--- src/rtl/bpt_pkg.sv ---
package bpt_pkg;

    typedef enum logic [1:0] {
        PG_CLOSED = 2'd0,
        PG_HIT    = 2'd1,
        PG_MISS   = 2'd2
    } page_class_t;

    typedef enum logic [1:0] {
        OP_NONE = 2'd0,
        OP_ACT  = 2'd1,
        OP_PRE  = 2'd2
    } row_op_t;

    function automatic page_class_t classify(input logic is_open, input logic same_row);
        if (!is_open)
            return PG_CLOSED;
        else if (same_row)
            return PG_HIT;
        else
            return PG_MISS;
    endfunction

endpackage

--- src/rtl/delay_timer.sv ---
module delay_timer #(
    parameter int TW = 5
) (
    input  logic          clk,
    input  logic          rst,
    input  logic          load,
    input  logic [TW-1:0] len,
    output logic          done
);
    logic [TW-1:0] cnt;

    always_ff @(posedge clk) begin
        if (rst)
            cnt <= '0;
        else if (load)
            cnt <= (len == '0) ? '0 : len - TW'(1);
        else if (cnt != '0)
            cnt <= cnt - TW'(1);
    end

    assign done = (cnt == '0);
endmodule

--- src/rtl/bank_slot.sv ---
module bank_slot #(
    parameter int ROW_W = 13,
    parameter int TW    = 5
) (
    input  logic             clk,
    input  logic             rst,
    input  logic             clr,
    input  logic             act,
    input  logic             pre,
    input  logic [ROW_W-1:0] act_row,
    input  logic [TW-1:0]    t_rcd,
    input  logic [TW-1:0]    t_rp,
    input  logic [TW-1:0]    t_ras,
    output logic             is_open,
    output logic [ROW_W-1:0] open_row,
    output logic             rcd_ok,
    output logic             rp_ok,
    output logic             ras_ok
);
    always_ff @(posedge clk) begin
        if (rst) begin
            is_open  <= 1'b0;
            open_row <= '0;
        end else if (clr) begin
            is_open  <= 1'b0;
        end else if (act) begin
            is_open  <= 1'b1;
            open_row <= act_row;
        end else if (pre) begin
            is_open  <= 1'b0;
        end
    end

    delay_timer #(.TW(TW)) u_rcd (.clk(clk), .rst(rst), .load(act), .len(t_rcd), .done(rcd_ok));
    delay_timer #(.TW(TW)) u_ras (.clk(clk), .rst(rst), .load(act), .len(t_ras), .done(ras_ok));
    delay_timer #(.TW(TW)) u_rp  (.clk(clk), .rst(rst), .load(pre), .len(t_rp),  .done(rp_ok));
endmodule

--- src/rtl/cmd_select.sv ---
module cmd_select
    import bpt_pkg::*;
#(
    parameter int NBANK = 8,
    parameter int BA_W  = 3,
    parameter int ROW_W = 13
) (
    input  logic                        req_valid,
    input  logic [BA_W-1:0]             req_bank,
    input  logic [ROW_W-1:0]            req_row,
    input  logic                        clr,
    input  logic [NBANK-1:0]            open_vec,
    input  logic [NBANK-1:0][ROW_W-1:0] row_arr,
    input  logic [NBANK-1:0]            rcd_ok_vec,
    input  logic [NBANK-1:0]            rp_ok_vec,
    input  logic [NBANK-1:0]            ras_ok_vec,
    output page_class_t                 cls,
    output row_op_t                     op,
    output logic [NBANK-1:0]            act_vec,
    output logic [NBANK-1:0]            pre_vec,
    output logic                        col_go
);
    logic go;

    always_comb begin
        cls    = classify(open_vec[req_bank], row_arr[req_bank] == req_row);
        go     = req_valid && !clr;
        op     = OP_NONE;
        col_go = 1'b0;
        unique case (cls)
            PG_CLOSED: if (go && rp_ok_vec[req_bank])  op = OP_ACT;
            PG_MISS:   if (go && ras_ok_vec[req_bank]) op = OP_PRE;
            PG_HIT:    col_go = go && rcd_ok_vec[req_bank];
            default:   op = OP_NONE;
        endcase
        for (int b = 0; b < NBANK; b++) begin
            act_vec[b] = (op == OP_ACT) && (req_bank == BA_W'(b));
            pre_vec[b] = (op == OP_PRE) && (req_bank == BA_W'(b));
        end
    end
endmodule

--- src/rtl/bank_page_tracker.sv ---
module bank_page_tracker
    import bpt_pkg::*;
#(
    parameter int NBANK = 8,
    parameter int BA_W  = $clog2(NBANK),
    parameter int ROW_W = 13,
    parameter int COL_W = 10,
    parameter int TW    = 5
) (
    input  logic             clk,
    input  logic             rst,
    input  logic             req_valid,
    input  logic [BA_W-1:0]  req_bank,
    input  logic [ROW_W-1:0] req_row,
    input  logic [COL_W-1:0] req_col,
    input  logic [TW-1:0]    t_rcd,
    input  logic [TW-1:0]    t_rp,
    input  logic [TW-1:0]    t_ras,
    input  logic             clr_all,
    output logic             cmd_valid,
    output logic [1:0]       cmd_op,
    output logic [BA_W-1:0]  cmd_bank,
    output logic [ROW_W-1:0] cmd_addr,
    output logic             col_ready,
    output logic [BA_W-1:0]  col_bank,
    output logic [COL_W-1:0] col_addr,
    output logic [1:0]       req_class
);
    logic [NBANK-1:0]            open_vec, rcd_ok_vec, rp_ok_vec, ras_ok_vec;
    logic [NBANK-1:0]            act_vec, pre_vec;
    logic [NBANK-1:0][ROW_W-1:0] row_arr;
    page_class_t                 cls;
    row_op_t                     op;
    logic                        col_go;

    for (genvar g = 0; g < NBANK; g++) begin : g_bank
        bank_slot #(.ROW_W(ROW_W), .TW(TW)) u_slot (
            .clk(clk), .rst(rst), .clr(clr_all),
            .act(act_vec[g]), .pre(pre_vec[g]), .act_row(req_row),
            .t_rcd(t_rcd), .t_rp(t_rp), .t_ras(t_ras),
            .is_open(open_vec[g]), .open_row(row_arr[g]),
            .rcd_ok(rcd_ok_vec[g]), .rp_ok(rp_ok_vec[g]), .ras_ok(ras_ok_vec[g])
        );
    end

    cmd_select #(.NBANK(NBANK), .BA_W(BA_W), .ROW_W(ROW_W)) u_sel (
        .req_valid(req_valid), .req_bank(req_bank), .req_row(req_row), .clr(clr_all),
        .open_vec(open_vec), .row_arr(row_arr),
        .rcd_ok_vec(rcd_ok_vec), .rp_ok_vec(rp_ok_vec), .ras_ok_vec(ras_ok_vec),
        .cls(cls), .op(op), .act_vec(act_vec), .pre_vec(pre_vec), .col_go(col_go)
    );

    assign cmd_valid = (op != OP_NONE);
    assign cmd_op    = op;
    assign cmd_bank  = req_bank;
    assign cmd_addr  = (op == OP_ACT) ? req_row : '0;
    assign col_ready = col_go;
    assign col_bank  = req_bank;
    assign col_addr  = req_col;
    assign req_class = cls;
endmodule

--- config.mk ---
export PLATFORM = sky130hd
export DESIGN_NAME = bank_page_tracker
export DESIGN_NICKNAME = d
export VERILOG_FILES = /design/src/rtl/bpt_pkg.sv /design/src/rtl/delay_timer.sv /design/src/rtl/bank_slot.sv /design/src/rtl/cmd_select.sv /design/src/rtl/bank_page_tracker.sv
export SDC_FILE = /design/constraint.sdc
export NUM_CORES = 1
export LEC_CHECK = 0
export BUFFER_PORTS_ARGS = -buffer_cell sky130_fd_sc_hd__buf_2
export CAP_MARGIN = 20
export CORE_ASPECT_RATIO = 1.5
export CORE_MARGIN = 5
export CORE_UTILIZATION = 45
export CTS_BUF_LIST = sky130_fd_sc_hd__clkbuf_2
export DETAILED_ROUTE_END_ITERATION = 10
export GPL_ROUTABILITY_DRIVEN = 0
export PLACE_DENSITY = 0.67
export SETUP_SLACK_MARGIN = 0.15
export SYNTH_ARGS = -nofsm -noshare
export SYNTH_HDL_FRONTEND = slang
export SYNTH_SLANG_ARGS = --single-unit
--- constraint.sdc ---
create_clock -name clk -period 6.5 [get_ports clk]
set_input_delay 0.325 -clock clk [delete_from_list [all_inputs] [get_ports clk]]
set_output_delay 0.325 -clock clk [all_outputs]
set_load 0.01 [all_outputs]
* Word-level counts from Yosys, hierarchy flattened
Cells that the tools add are included.
** Word-level totals
- Flip-flop bits (word level) :: 232
- Bits of input ports :: 45
- Logic and storage cells :: 281
** Operators by class
- Add/sub/neg operators :: 27
- $lt $le $gt $ge :: 1
- Equal/unequal tests :: 12
- Multiplexer cells :: 84
- Bitwise operators :: 1
- Reduce and logical (&&, ||, !) cells :: 116
** Operators by type and width (count)
- $mux W5 :: 51
- $logic_not A5 Y1 :: 27
- $sub A5 B1 Y5 const B :: 27
- $reduce_bool A5 Y1 :: 24
- $reduce_bool A2 Y1 :: 33
- $bmux W13 S3 :: 1
- $mux W13 :: 2
- $mux W1 :: 22
- $logic_and A1 B1 Y1 :: 20
- $reduce_and A2 Y1 :: 8
- $eq A13 B13 Y1 :: 1
- $bmux W1 S3 :: 4
- $eq A3 B3 Y1 const B :: 4
- $eq A3 B2 Y1 const B :: 2
- $mux W2 :: 3
- $eq A2 B1 Y1 const B :: 2
- $eq A2 B2 Y1 const B :: 2
- $lt A3 B4 Y1 const B :: 1
- $pmux W2 S2 :: 1
- $eq A3 B1 Y1 const B :: 1
- $logic_not A3 Y1 :: 1
- $logic_not A2 Y1 :: 1
- $reduce_or A2 Y1 :: 1
- $logic_not A1 Y1 :: 1
- $not A1 Y1 :: 1

* Logic depth before layout (Yosys ltp)
Gate-level depths: netlist (run 1).
- Depth after elaboration :: 11
- Gate-level depth with buffers :: 13
- Mapped depth without buffers :: 10

* Cells and area by module
Synthesis (run 1) repeated with hierarchy kept, for this count alone.
** Unflattened totals
- Cells, all modules :: 1635
- Area, all modules :: 15491.1 sq um
** Modules (own cells, without submodules)
- delay_timer at g_bank[0].u_slot.u_ras ... :: instances 23, cells each 40, area each 361.6 sq um
- bank_slot :: instances 8, cells each 62, area each 641.9 sq um
- cmd_select :: instances 1, cells each 147, area each 1417.6 sq um
- delay_timer at g_bank[7].u_slot.u_rp :: instances 1, cells each 40, area each 359.1 sq um
- bank_page_tracker :: instances 1, cells each 32, area each 262.8 sq um

* Worst setup path after synthesis (run 1)
No wires, ideal clock.
- Path kind :: reg-to-output
- Start :: register g_bank[0].u_slot.u_rp.cnt[0]
- End :: output cmd_addr[10]
- Arrival :: 2.601 ns
- Data required time :: 6.175 ns
- Setup slack :: 3.574 ns
- Stages on the path, launching flop included :: 11
- Buffers on the path :: 3
- Cell sequence :: dfxtp_1 inv_1 ha_1 or4b_1 buf_2 mux4_2 nand2b_4 a21oi_4 buf_6 clkbuf_1 and2_1
** Between the ends
- Word-level cells in the longest chain between the ends :: 8
** Ends and longest elaborated chain
- start: declaration :: line delay_timer.sv:10 : logic [TW-1:0] cnt;
- start signal: assignment :: line delay_timer.sv:16 : cnt <= (len == '0) ? '0 : len - TW'(1);
- start signal: assignment :: line delay_timer.sv:18 : cnt <= cnt - TW'(1);
- $logic_not A5 Y1 :: line delay_timer.sv:21 : assign done = (cnt == '0);
- $bmux W1 S3 :: line cmd_select.sv:31 : PG_CLOSED: if (go && rp_ok_vec[req_bank]) op = OP_ACT;
- $mux W1 (implied by the code) :: line cmd_select.sv:31
- $logic_and A1 B1 Y1 :: line cmd_select.sv:31
- $mux W1 :: line cmd_select.sv:31
- $pmux W2 S2 :: line cmd_select.sv:30 : unique case (cls)
- named net cmd_op[0] :: line bank_page_tracker.sv:21 : output logic [1:0] cmd_op,
- $eq A2 B1 Y1 :: line bank_page_tracker.sv:56 : assign cmd_addr = (op == OP_ACT) ? req_row : '0;
- $mux W13 :: line bank_page_tracker.sv:56
- end: declaration :: line bank_page_tracker.sv:23 : output logic [ROW_W-1:0] cmd_addr,
The timed path passes the listed nets, and every way through them passes these cells. The select of a mux whose other input is x is not followed.

* Worst setup path after layout (run 1)
- Start :: input req_bank[1]
- End :: output cmd_valid
** Between the ends
- Word-level cells in the longest chain between the ends :: 8
- Elaborated cells on any way between the ends :: 19
- Those cells by class :: eq/ne (2); mux (13); reduce/logical (4)
** Ends and longest elaborated chain
- start: declaration :: line bank_page_tracker.sv:13 : input logic [BA_W-1:0] req_bank,
- $bmux W13 S3 :: line cmd_select.sv:26 : cls = classify(open_vec[req_bank], row_arr[req_bank] == req_row);
- $mux W13 (implied by the code) :: line cmd_select.sv:26
- $eq A13 B13 Y1 :: line cmd_select.sv:26
- $mux W2 :: line bpt_pkg.sv:18 : else if (same_row)
- $mux W2 :: line bpt_pkg.sv:16 : if (!is_open)
- $eq A2 B2 Y1 or $logic_not A2 Y1 (tied branches) :: line cmd_select.sv:30
- $pmux W2 S2 (*) :: line cmd_select.sv:30
- $reduce_bool A2 Y1 (*) :: line bank_page_tracker.sv:53 : assign cmd_valid = (op != OP_NONE);
- end: declaration :: line bank_page_tracker.sv:20 : output logic cmd_valid,
Mark *: on every way between the ends. The rest lies on a longest branch, timed or not. The select of a mux whose other input is x is not followed.

==> results of run 1 <==
state kept, by name (all words and copies together), names as in the netlist:
register	flops
g_bank.u_slot.u_rp.cnt	40
g_bank.u_slot.open_row	104
g_bank.u_slot.u_ras.cnt	40
g_bank.u_slot.is_open	8
g_bank.u_slot.u_rcd.cnt	40
timing repair:
item / 4_1_cts / 5_1_grt
hold endpoints to repair: 149 / 2
hold buffers: 23 / 1
resized for setup: 0 / 0
critical path: stages:
cell	delay [ns]
buf_4	0.55
nand2b_1	0.58
o22ai_1	0.17
a222oi_1	0.36
xnor2_1	0.19
nand4_1	0.24
nor4_4	0.87
nor2_1	0.22
or2_2	0.37
buf_2	0.15
layout make-up:
type | count | area (um^2) | area share
sequential | 232 | 4640 | 0.336
antenna | 2 | 5.00 | 0.000362
inverter | 58 | 218 | 0.0158
timing repair buffer | 101 | 694 | 0.0502
clock inverter | 16 | 61.3 | 0.00444
clock buffer | 80 | 400 | 0.0290
multi-input combinational | 1120 | 7360 | 0.532
tap | 351 | 439 | 0.0318
per-stage QoR:
step	worst slack (ns)	util	hold WS, ns
CTS	2.10	0.483	0.00140
finish	2.10	0.484	0.0608
global route	1.87	0.484	0.0503
detailed placement	2.10	0.459	0.445
global placement	2.17	0.458	0.434
floorplan	3.57	-	0.394
power by group through the flow:
stage	registers (mW)	logic, mW	clock network (mW)
detailed placement	2.06	2.50	0
finish	2.03	2.52	0.923
global placement	2.05	2.43	0
CTS	2.03	2.53	0.957
floorplan	2.00	2.08	0
global route	2.08	2.89	1.02
layer usage:
layer	GRT usage	wire length [um]
met1	0.233	13400
met5	0	0
met4	0.0894	1180
met3	0.0314	1600
met2	0.380	17100
kinds of logic (layout without fill, tap and decap cells):
group / count (synthesis) / after routing / synth area share
xor gates and xnor gates: 76 / 76 / 0.0516
and+or+nand+nor: 613 / 613 / 0.230
muxes: 121 / 121 / 0.113
adders and majority gates: 51 / 51 / 0.0494
DFF: 232 / 232 / 0.360
other: 0 / 2 / 0
AOI/OAI and AO/OA: 259 / 259 / 0.125
buffers and inverters: 171 / 255 / 0.0724
cell usage after synthesis, drive strengths merged, types with 2 or more instances:
cell type    n
nand2      285
dfxtp      232
a21oi      164
nor2       132
buf         79
mux2i       75
nor3        66
xnor2       66
inv         58
ha          51
a211oi      38
or3         37
clkbuf      34
mux2        31
o21ai       23
and2        19
nor4b       18
mux4        15
nand2b      15
o22ai       14
nor2b       11
xor2        10
and3         5
nor4         5
a211o        4
nand3        4
or4b         4
a221oi       3
a222oi       3
nand3b       3
nand4        3
o211a        3
and3b        2
or2          2
worst paths after layout:
| path | start | slack [ns] | cells after the start | to |
|---|---|---|---|---|
| setup / recovery | req_bank[1] | 2.10 | 10 | cmd_valid |
| hold / removal | t_rp[1] | 0.06 | 5 | g_bank[4].u_slot.u_rp.cnt[3] |
| setup reg to reg | g_bank[4].u_slot.u_rp.cnt[0] | 2.31 | 9 | g_bank[0].u_slot.open_row[3] |
| hold reg to reg | g_bank[7].u_slot.open_row[4] | 0.46 | 2 | g_bank[7].u_slot.open_row[4] |
cells in the final DEF (no fill, tap or decap), drive strengths merged, types with 58 or more instances in the layout:
master / synthesis / layout
a21oi: 164 / 164
buf: 79 / 76
clkbuf: 34 / 80
dfxtp: 232 / 232
inv: 58 / 58
mux2i: 75 / 75
nand2: 285 / 285
nor2: 132 / 132
nor3: 66 / 66
xnor2: 66 / 66
==> metrics.md, run 1 <==
| Metric | Value |
|---|---|
| Sequential fraction of design power | `0.371` |
| Critical Path Sink Type | `output pin` |
| Share of cells above drive strength 1 | `0.161` |
| Syn_nets | `between 1,500 and 2,000` |
| Peak VDD IR | `140 uV` |
| Placed cell count | `1,836` |
| Data arrival, critical path | `4.08 ns` |
| Number of global-route vias before repair | `10,700` |
| Setup bufs post-CTS | `0` |
| TritonCTS buffer count | `55` |
| Final Slew Violations | `0` |
| Post-synth top area cell | `dfxtp_1` |
| Port bufs | `59` |
| Global route overflow | `0` |
| Longest Clk Path Bufs | `3` |
| Primary FF master, synth | `dfxtp_1` |
| Initial core utilization | `0.453` |
| Clock root buffer | `clkbuf_2` |
| Filler cells | `2,754` |
| Worst slew margin | `0.253` |
| Placeable Area | `28,500 um^2` |
| Drt first pass iters | `5` |
| Largest net degree at the start of global routing | `92` |
| Fmax | `~230 MHz` |
| Max FO, Critical Path | `48` |
| Row cnt | `76` |
| Kind of critical path | `primary input to output pin` |
| Clock skew | `0.0375 ns` |
| Avg WL per Cell | `17.0 um` |
| Overall power | `5.47 mW` |
| CP required | `6.17 ns` |
| Area post-placement | `roughly 13,000 um^2` |
| H-tree Lvls | `2` |
| Post-synthesis sequential area ratio | `0.360` |
| Mapped Cells | `between 1,500 and 2,000` |
| Status | `finished, final reports clean` |
| Final hold viol count | `0` |
| Initial DRC count | `roughly 650` |
| Antenna violations before repair | `2` |
| Clock Sinks | `232` |
| Via/cell ratio | `5.51` |
| P&R area growth vs syn | `7.04%` |
| DRC | `0` |
| Number of synthesized flops with an enable pin | `0` |
| Die X | `148 um` |
| CTS tree | `built` |
| Max-cap violation count | `0` |
| Pwr dens | `roughly 400 nW/um^2` |
| Post-route ant nets | `0` |
| Crit path time final | `4.40 ns` |
| Die area | `32,200 um^2` |
| Min-Delay Path Class | `primary input to flop` |
| P_sw | `roughly 2.2 mW` |
| Fin nets | `between 1,500 and 2,000` |
| Async set-reset flop share out of synthesis | `0` |
| CTS clock-pin slew for the worst setup and hold paths | `0.12 ns` |
| Setup violators final | `0` |
| Ranking of synthesized cells by area | `dfxtp_1, nand2_1, mux2i_1` |
| Vias post-DR | `between 10,000 and 15,000` |
| P_int | `between 3 and 4 mW` |
| Overall Global Routing Usage | `0.206` |
| Yosys warning count | `0` |
| Post-DP HPWL | `21,800 um` |
| Gate power share | `0.460` |
| Measured slew at the worst slew-check pin | `between 1 and 1.5 ns` |
| Worst Setup Start Kind | `primary input` |
| RSZ-0062 raised after global routing | `no` |
| Clk_lat worst skew | `approximately 0.9 ns` |
| Leakage | `5.37 nW` |
| Post-route setup TNS | `0 ns` |
| Unique masters post-synth | `69` |
| Sw Share | `0.398` |
| Number of synthesized register bits | `232` |
| Drt total wl | `33,300 um` |
| Post-synth top area share | `0.360` |
| Cell area after layout | `about 14,000 um^2` |
| Layout Cells excl Fill | `a little under 2,000` |
| Cell Area, Synth | `12,900 um^2` |
| Clock power share | `0.169` |
| Chip Height | `between 200 and 250 um` |
| Avg Inst Size Synth | `8.48 um^2` |
| IO Count | `80` |
| Final Cycle Share | `0.678` |
| First-pass GRT wire length | `roughly 54,000 um` |
(Power assumes the default switching activity.)
==> inputs of run 2 (changes only) <==
clock period = 4.57 ns   (was 6.5 ns; I/O delays follow)
==> metrics.md, run 2 (synthesized netlist as in run 1, its figures left out) <==
| Metric | Value |
|---|---|
| Status | `finished, final reports clean (unchanged)` |
| H-tree Lvls | `2 (unchanged)` |
| Max FFs per register | `104 (unchanged)` |
| Final Cycle Share | `0.893` |
| Clock root buffer | `clkbuf_2 (unchanged)` |
| Port bufs | `59 (unchanged)` |
| Worst stage delay on the critical path | `0.57 ns (was 0.87 ns)` |
| Chip Height | `217 um (unchanged)` |
| Measured slew at the worst slew-check pin | `1.11 ns (was 1.12 ns)` |
| P&R area growth vs syn | `8.89% (was 7.04%)` |
| First-pass GRT wire length | `54,100 um (was 54,200 um)` |
| Clock Sinks | `232 (unchanged)` |
| Longest Clk Path Bufs | `3 (unchanged)` |
| Kind of critical path | `flop to output pin (was primary input to output pin)` |
| Largest net degree at the start of global routing | `140 (was 92)` |
| Crit path time final | `4.08 ns` |
| Die X | `148 um (unchanged)` |
| Top delay family on crit path | `simple AND/OR/NAND/NOR gates (unchanged)` |
| Post-route ant nets | `0 (unchanged)` |
| RSZ-0062 raised after global routing | `no (unchanged)` |
| Placeable Area | `28,500 um^2 (unchanged)` |
| Drt total wl | `33,700 um (was 33,300 um)` |
| Worst slew margin | `0.259 (was 0.253)` |
| Setup bufs post-CTS | `0 (unchanged)` |
| Clock skew | `0.0769 ns (was 0.0375 ns)` |
| Max-cap violation count | `0 (unchanged)` |
| Global route overflow | `0 (unchanged)` |
| Antenna violations before repair | `2 (unchanged)` |
| CP required | `4.34 ns (was 6.17 ns)` |
| Overall Global Routing Usage | `0.206 (about the same)` |
| Leakage | `5.50 nW (was 5.37 nW)` |
| IO Count | `80 (unchanged)` |
| Worst Setup Start Kind | `flop (was primary input)` |
| Via/cell ratio | `5.44 (was 5.51)` |
| CTS tree | `built (unchanged)` |
| Reg with most FFs | `g_bank.u_slot.open_row (unchanged)` |
| CTS clock-pin slew for the worst setup and hold paths | `0.10 ns (was 0.12 ns)` |
| Fmax | `245 MHz` |
| Critical Path Sink Type | `output pin (unchanged)` |
| Pwr dens | `556 nW/um^2 (was 396 nW/um^2)` |
| Post-DP HPWL | `22,700 um (was 21,800 um)` |
| CP max-delay cell | `or4b_1 (was nor4_4)` |
| Row cnt | `76 (unchanged)` |
| Leading cell type in the layout, fill and taps excluded | `nand2_1 (unchanged)` |
| Initial DRC count | `556 (was 649)` |
| Final hold slack | `0.0810 ns (was 0.0608 ns)` |
| Number of global-route vias before repair | `10,700 (about the same)` |
| Setup violators final | `0 (unchanged)` |
| Final Slew Violations | `0 (unchanged)` |
| Avg WL per Cell | `17.0 um (about the same)` |
| Share of cells above drive strength 1 | `0.170 (was 0.161)` |
| Peak VDD IR | `196 uV (was 140 uV)` |
| DRC | `0 (unchanged)` |
| Clk_lat worst skew | `0.89 ns (was 0.90 ns)` |
| Initial core utilization | `0.453 (unchanged)` |
| Filler cells | `2,766 (was 2,754)` |
| Crit path buffers/inverters | `3 (was 2)` |
| Commonest non-fill, non-tap cells in the layout | `nand2_1, dfxtp_1, a21oi_1 (unchanged)` |
| Cells along the critical path | `inv_1, ha_1, or4b_1, mux4_2, nand2b_4, a21oi_4, buf_4, and2_1, buf_2 (was buf_4, nand2b_1, o22ai_1, a222oi_1, xnor2_1, nand4_1, nor4_4, nor2_1, or2_2, buf_2)` |
| Final hold viol count | `0 (unchanged)` |
| Drt first pass iters | `5 (unchanged)` |
| TritonCTS buffer count | `55 (unchanged)` |
| Min-Delay Path Class | `primary input to flop (unchanged)` |
| Post-route setup TNS | `0 ns (unchanged)` |
| Fin nets | `1,689 (was 1,664)` |
| Data arrival, critical path | `3.85 ns (was 4.08 ns)` |
| Vias post-DR | `10,800 (about the same)` |
| Die area | `32,200 um^2 (unchanged)` |
| Max FO, Critical Path | `16 (was 48)` |
-- run 2: changes by cell type in the layout (fill, tap and decap cells not counted), sizes merged --
cell and delta:
inv +1, clkdlybuf4s18 -1, dlygate4sd3 +9, clkbuf +2
buf +15, clkinvlp +1
-- run 2: area by class of cell --
cell class | instances | area [um^2] | area share
antenna | 2 | 5.00 | 0.000356
clock buffer | 80 | 400 | 0.0285
clock inverter | 18 | 72.6 | 0.00516
inverter | 58 | 218 | 0.0155
multi-input combinational | 1120 | 7360 | 0.523
sequential | 232 | 4640 | 0.330
tap | 351 | 439 | 0.0312
timing repair buffer | 126 | 922 | 0.0656
-- run 2: worst register-to-register path: stages (launching register included) --
cell,delay [ns]
dfxtp_1,0.32
inv_1,0.10
ha_1,0.19
or4b_1,0.57
mux4_2,0.50
nand2b_4,0.19
a21oi_4,0.51
buf_4,0.28
nand2_1,0.44
nand2_1,0.21
a21oi_1,0.08
dlygate4sd3_1,0.62
-- run 2: metrics by stage --
step / cell area (um^2) / std cells / utilization / worst slack, ns / total power, mW
2_1_floorplan: 12900 / 1523 / - / 1.74 / 5.79
3_3_place_gp: 13200 / 1850 / 0.464 / 1.02 / 6.40
3_5_place_dp: 13200 / 1851 / 0.464 / 0.963 / 6.51
4_1_cts: 14000 / 1981 / 0.492 / 0.410 / 7.89
5_1_grt: 14100 / 1987 / 0.493 / 0.292 / 8.54
6_report: 14100 / 1987 / 0.493 / 0.488 / 7.82
-- run 2: power breakdown --
group / leakage, nW / internal, mW / total [mW] / switching (mW)
Clock: 0.364 / 0.468 / 1.31 / 0.846
Combinational: 3.24 / 1.74 / 3.61 / 1.87
Sequential: 1.90 / 2.50 / 2.89 / 0.392
-- run 2: routing by layer --
layer | GRT usage | share of wire | vias to the layer above
met5 | 0 | 0 | -
met4 | 0.104 | 0.042 | 0
met3 | 0.0345 | 0.042 | 98
met2 | 0.380 | 0.52 | 239
met1 | 0.226 | 0.40 | 5135
li1 | - | - | 5339
-- run 2: worst paths after layout --
path	cells after the start	start	end	slack [ns]
setup / recovery	9	g_bank[1].u_slot.u_rp.cnt[0]	cmd_addr[9]	0.49
hold / removal	3	req_bank[2]	g_bank[1].u_slot.is_open	0.08
setup reg to reg	11	g_bank[1].u_slot.u_rp.cnt[0]	g_bank[4].u_slot.open_row[12]	0.50
hold reg to reg	2	g_bank[6].u_slot.open_row[10]	g_bank[6].u_slot.open_row[10]	0.46
-- run 2: timing repair --
item,4_1_cts,5_1_grt
hold buffers,32,1
resized for setup,0,0
endpoints found under the hold margin,202,8
